===== config.mk =====
export PLATFORM = sky130hd
export DESIGN_NAME = interval_event_gen
export DESIGN_NICKNAME = d
export VERILOG_FILES = /design/src/rtl/ive_pkg.sv /design/src/rtl/ive_field_delta.sv /design/src/rtl/ive_daily_match.sv /design/src/rtl/ive_flag.sv /design/src/rtl/interval_event_gen.sv
export SDC_FILE = /design/constraint.sdc
export NUM_CORES = 1
export LEC_CHECK = 0
export ABC_CLOCK_PERIOD_IN_PS = 1200
export BUFFER_PORTS_ARGS = -buffer_cell sky130_fd_sc_hd__buf_2
export CORE_MARGIN = 1.5
export CORE_UTILIZATION = 41
export CTS_BUF_LIST = sky130_fd_sc_hd__clkbuf_4
export CTS_CLUSTER_DIAMETER = 120
export DETAILED_ROUTE_END_ITERATION = 8
export GPL_TIMING_DRIVEN = 0
export PLACE_DENSITY = 0.67
export SYNTH_ARGS = -nofsm -noshare
export SYNTH_HDL_FRONTEND = slang
export SYNTH_SLANG_ARGS = --single-unit
export TNS_END_PERCENT = 100

===== constraint.sdc =====
create_clock -name clk -period 1.2 [get_ports clk]
set_input_delay 0.12 -clock clk [delete_from_list [all_inputs] [get_ports clk]]
set_output_delay 0.12 -clock clk [all_outputs]
set_load 0.05 [all_outputs]

===== src/rtl/ive_pkg.sv =====
package ive_pkg;

    typedef enum logic [1:0] {
        IVE_MIN      = 2'b00,
        IVE_HOUR     = 2'b01,
        IVE_MIDNIGHT = 2'b10,
        IVE_NOON     = 2'b11
    } ive_sel_e;

    typedef struct packed {
        logic primed;
        logic at_mid;
        logic at_noon;
    } ive_daily_t;

endpackage


===== src/rtl/ive_field_delta.sv =====
module ive_field_delta #(
    parameter int W = 6
) (
    input  logic         clk,
    input  logic         rst_n,
    input  logic         upd_tick,
    input  logic [W-1:0] value,
    output logic         changed
);
    logic [W-1:0] prev_d, prev_q;
    logic         primed_d, primed_q;

    always_comb begin
        prev_d   = prev_q;
        primed_d = primed_q;
        changed  = 1'b0;
        if (upd_tick) begin
            changed  = primed_q && (value != prev_q);
            prev_d   = value;
            primed_d = 1'b1;
        end
    end

    always_ff @(posedge clk or negedge rst_n) begin
        if (!rst_n) begin
            prev_q   <= '0;
            primed_q <= 1'b0;
        end else begin
            prev_q   <= prev_d;
            primed_q <= primed_d;
        end
    end
endmodule


===== src/rtl/ive_daily_match.sv =====
module ive_daily_match
    import ive_pkg::*;
#(
    parameter int HOUR_W    = 5,
    parameter int MIN_W     = 6,
    parameter int SEC_W     = 6,
    parameter int NOON_HOUR = 12
) (
    input  logic              clk,
    input  logic              rst_n,
    input  logic              upd_tick,
    input  logic [HOUR_W-1:0] hour,
    input  logic [MIN_W-1:0]  minute,
    input  logic [SEC_W-1:0]  second,
    output logic              enter_mid,
    output logic              enter_noon
);
    localparam logic [HOUR_W-1:0] NOON_H = HOUR_W'(NOON_HOUR);

    ive_daily_t st_d, st_q;
    logic       zero_ms, is_mid, is_noon;

    always_comb begin
        zero_ms    = (minute == '0) && (second == '0);
        is_mid     = zero_ms && (hour == '0);
        is_noon    = zero_ms && (hour == NOON_H);
        st_d       = st_q;
        enter_mid  = 1'b0;
        enter_noon = 1'b0;
        if (upd_tick) begin
            enter_mid  = st_q.primed && is_mid  && !st_q.at_mid;
            enter_noon = st_q.primed && is_noon && !st_q.at_noon;
            st_d.primed  = 1'b1;
            st_d.at_mid  = is_mid;
            st_d.at_noon = is_noon;
        end
    end

    always_ff @(posedge clk or negedge rst_n) begin
        if (!rst_n) st_q <= '0;
        else        st_q <= st_d;
    end
endmodule


===== src/rtl/ive_flag.sv =====
module ive_flag (
    input  logic clk,
    input  logic rst_n,
    input  logic set_ev,
    input  logic clr,
    output logic flag
);
    logic flag_d, flag_q;

    always_comb begin
        flag_d = flag_q;
        if (set_ev)   flag_d = 1'b1;
        else if (clr) flag_d = 1'b0;
    end

    always_ff @(posedge clk or negedge rst_n) begin
        if (!rst_n) flag_q <= 1'b0;
        else        flag_q <= flag_d;
    end

    assign flag = flag_q;
endmodule


===== src/rtl/interval_event_gen.sv =====
module interval_event_gen
    import ive_pkg::*;
#(
    parameter int HOUR_W    = 5,
    parameter int MIN_W     = 6,
    parameter int SEC_W     = 6,
    parameter int NOON_HOUR = 12
) (
    input  logic              clk,
    input  logic              rst_n,
    input  logic              upd_tick,
    input  logic [HOUR_W-1:0] hour,
    input  logic [MIN_W-1:0]  minute,
    input  logic [SEC_W-1:0]  second,
    input  logic [1:0]        ev_sel,
    input  logic              ev_ie,
    input  logic              ev_clr,
    output logic              ev_flag,
    output logic              ev_irq
);
    logic min_chg, hour_chg, enter_mid, enter_noon, sel_ev;

    ive_field_delta #(.W(MIN_W)) u_min (
        .clk(clk), .rst_n(rst_n), .upd_tick(upd_tick), .value(minute), .changed(min_chg)
    );

    ive_field_delta #(.W(HOUR_W)) u_hour (
        .clk(clk), .rst_n(rst_n), .upd_tick(upd_tick), .value(hour), .changed(hour_chg)
    );

    ive_daily_match #(
        .HOUR_W(HOUR_W), .MIN_W(MIN_W), .SEC_W(SEC_W), .NOON_HOUR(NOON_HOUR)
    ) u_daily (
        .clk(clk), .rst_n(rst_n), .upd_tick(upd_tick),
        .hour(hour), .minute(minute), .second(second),
        .enter_mid(enter_mid), .enter_noon(enter_noon)
    );

    always_comb begin
        unique case (ive_sel_e'(ev_sel))
            IVE_MIN:      sel_ev = min_chg;
            IVE_HOUR:     sel_ev = hour_chg;
            IVE_MIDNIGHT: sel_ev = enter_mid;
            IVE_NOON:     sel_ev = enter_noon;
            default:      sel_ev = 1'b0;
        endcase
    end

    ive_flag u_flag (
        .clk(clk), .rst_n(rst_n), .set_ev(sel_ev), .clr(ev_clr), .flag(ev_flag)
    );

    assign ev_irq = ev_flag & ev_ie;
endmodule


==> qor.txt <==
Pwr per Cell Area - 1137 nW/um^2
Status - complete, but fails checks
Total net switching power - 0.2832 mW
Post-CTS Setup Inserts - 0
#FFs+latches synth - 15
Synth cell types - 20
CTS tree - built
Critical Path Slowest Stage Cell - dfrtp_1
Mapped cell area - 760.7 sq um
Clk sinks - 15
1st-iter DRT viols - 7
Port buffer count - 24
Cells after synthesis - 62
NumNets Final - 116
Synth Warn # - 0
Worst hold-check path type - input pin to flop
Leakage - 0.4199 nW
CP arrival - 1.52 ns
Syn_area_per_cell - 12.27 sq um
First-pass GRT wire length - 2277 um
Final wirelength - 1399 um
Ordered cell list for the critical path - xor2_1, nor4_2, a31oi_1, a221o_1
Crit path max fanout - 2
RSZ-0062 raised after global routing - yes
Final Cycle Share - 112.7%
Crit path from - u_hour.prev_q[4]
Power share of the sequential group - 52.5%
Post-route insts no fill - 116
Register area share after synthesis - 49.34%
Critical Path End Type - flop
Internal Power - 0.8078 mW
Post-layout min period - 1.352 ns
Vias per cell - 5.052
Critical register-to-register path startpoint - u_hour.prev_q[4]
Async set or reset register ratio after synthesis - 100.0%
Total Neg Setup Slack - -0.1523 ns
VDD IR max - 0.6264 mV
Max-slew headroom - 77.55%
GR Util All Layers - 14.94%
Syn nets - 86
Root Driver - clkbuf_4
Critical Path Start Type - flop
Die Width - 46.08 um
Crit-path max cell delay - 0.40 ns
Final ANT Viol Nets - 0
Maximum operating frequency - 0.7395 GHz
Clk pwr share - 27.7%
Antenna violations before repair - 0
Worst-Skew Late Latency - 0.27 ns
Initial Util - 44.06%
Kind of critical path - flop to flop
Vias in the first global route - 536
ANT cells - 0
DRC - 0
Count of final hold-check violations - 0
Most common cell after layout, fill and taps aside - buf_2
Area delta synth->final - 26.15%
Placed Instances - 111
Vias - 586
CTS Buffer Depth - 2
Final setup violating endpoints - 1
H-tree depth - 1
Drt wl/cell - 12.06 um
Worst-Margin Slew - 0.3367 ns
Inserted Clock Buffers - 3
Core ar. - 1727 sq um
Clock slew at reported path FFs - 0.09 ns
Commonest cells after routing, fill and taps aside - buf_2 (25), dfrtp_1 (15), mux2_2 (11)
EDFF count, synth - 0
Final WS setup - -0.1523 ns
Skew final - 0.0006025 ns
GP Congestion - 0.7174
DR pass1 iterations - 4
Hold_sp - minute[2]
Ports - 26
Die ar. - 2123 sq um
Gate power share - 19.8%
WP data required - 1.36 ns
Grt ovf - 0
Site row count - 15
Die Ht - 46.08 um
MaxCap Viol Count - 0
Switching portion of total power - 25.96%
Share of cells above drive strength 1 - 49.45%
Top FF cell, synth - dfrtp_1
Max Slew Vio Count - 0
Largest net degree at the start of global routing - 16
Violated checks - setup timing
[cells by family (layout without fill, tap and decap cells)]
group                     count (synthesis)  after routing  share of synthesized area, %
and+or+nand+nor                          15             15                         13.65
AOI/OAI and AO/OA                         5              5                         5.265
buffers and inverters                     5             34                         2.796
DFF                                      15             15                         49.34
xor gates and xnor gates                 11             11                         12.66
muxes                                    11             11                         16.28
[path summary, 6_finish.rpt]
kind | to | slack [ns] | cells past startpoint
min in group asynchronous | u_daily.st_q[0] | 0.27 | 2
max reg2reg | u_flag.flag | -0.15 | 4
min reg2reg | u_hour.primed_q | 0.51 | 1
min | u_min.prev_q[2] | 0.11 | 2
max | u_flag.flag | -0.15 | 4
max in group asynchronous | u_min.prev_q[0] | 0.68 | 2
[cells in the mapped netlist (all sizes together) (2+ instances only)]
library cell	n	area (sq um)
mux2	11	123.9
buf	2	10.01
dfrtp	15	375.4
xor2	7	61.31
nand2	2	7.510
nor4	6	43.79
xnor2	4	35.03
nand4	2	12.51
inv	3	11.26
[power by group through the flow]
stage                     logic (mW)  registers [mW]  clock network (mW)
final                          0.216           0.573               0.302
after global routing           0.238           0.577               0.336
after CTS                      0.216           0.573               0.317
after detailed placement       0.214           0.583                   0
after global placement         0.211           0.580                   0
after floorplan                0.118           0.590                   0
[registers in the layout, indices dropped and copies added, names as in the netlist]
name / flops
u_min.prev_q: 6
u_hour.prev_q: 5
u_daily.st_q: 2
u_flag.flag: 1
u_hour.primed_q: 1
[layout make-up]
type	instances	area, sq um
clock buffers	4	30.03
fillers	159	767.0
multi-input cells	42	365.4
flip-flops and latches	15	375.4
well taps	25	31.28
plain buffers	2	10.01
inverters	3	11.26
repair buffers	25	136.4
[metrics by stage]
stage	cell area, sq um	hold WS [ns]	utilization (%)	setup slack (ns)	power, mW
floorplan	762.0	-0.1756	-	-0.07976	0.7083
global placement	913.4	0.04789	52.90	-0.1854	0.7904
detailed placement	913.4	0.04676	52.90	-0.1762	0.7968
CTS	953.4	0.1044	55.22	-0.1551	1.106
global route	959.7	0.1006	55.58	-0.2649	1.151
finish	959.7	0.1104	55.58	-0.1523	1.091
[worst max-delay path: cells and delay by family (launching register included)]
family | cells | cell delay, ns
xor gates and xnor gates | 1 | 0.15
DFF | 1 | 0.40
AOI/OAI and AO/OA | 2 | 0.40
and+or+nand+nor | 1 | 0.29
[what timing repair did]
item / in CTS / in global routing
setup endpoints to repair: 1 / 2
endpoints found under the hold margin: 15 / 0
hold buffers: 1 / 0
pin swaps: 7 / 0
gates resized for setup: 0 / 3
[layer usage]
| layer | vias to the layer above | track usage (%) | part of all wire (%) |
|---|---|---|---|
| li1 | 285 | - | - |
| met1 | 281 | 19.90 | 44 |
| met2 | 16 | 24.44 | 49 |
| met3 | 4 | 2.353 | 4.2 |
| met4 | 0 | 5.143 | 1.9 |
| met5 | - | 0 | 0 |
Power figures use the tool's default switching activity.
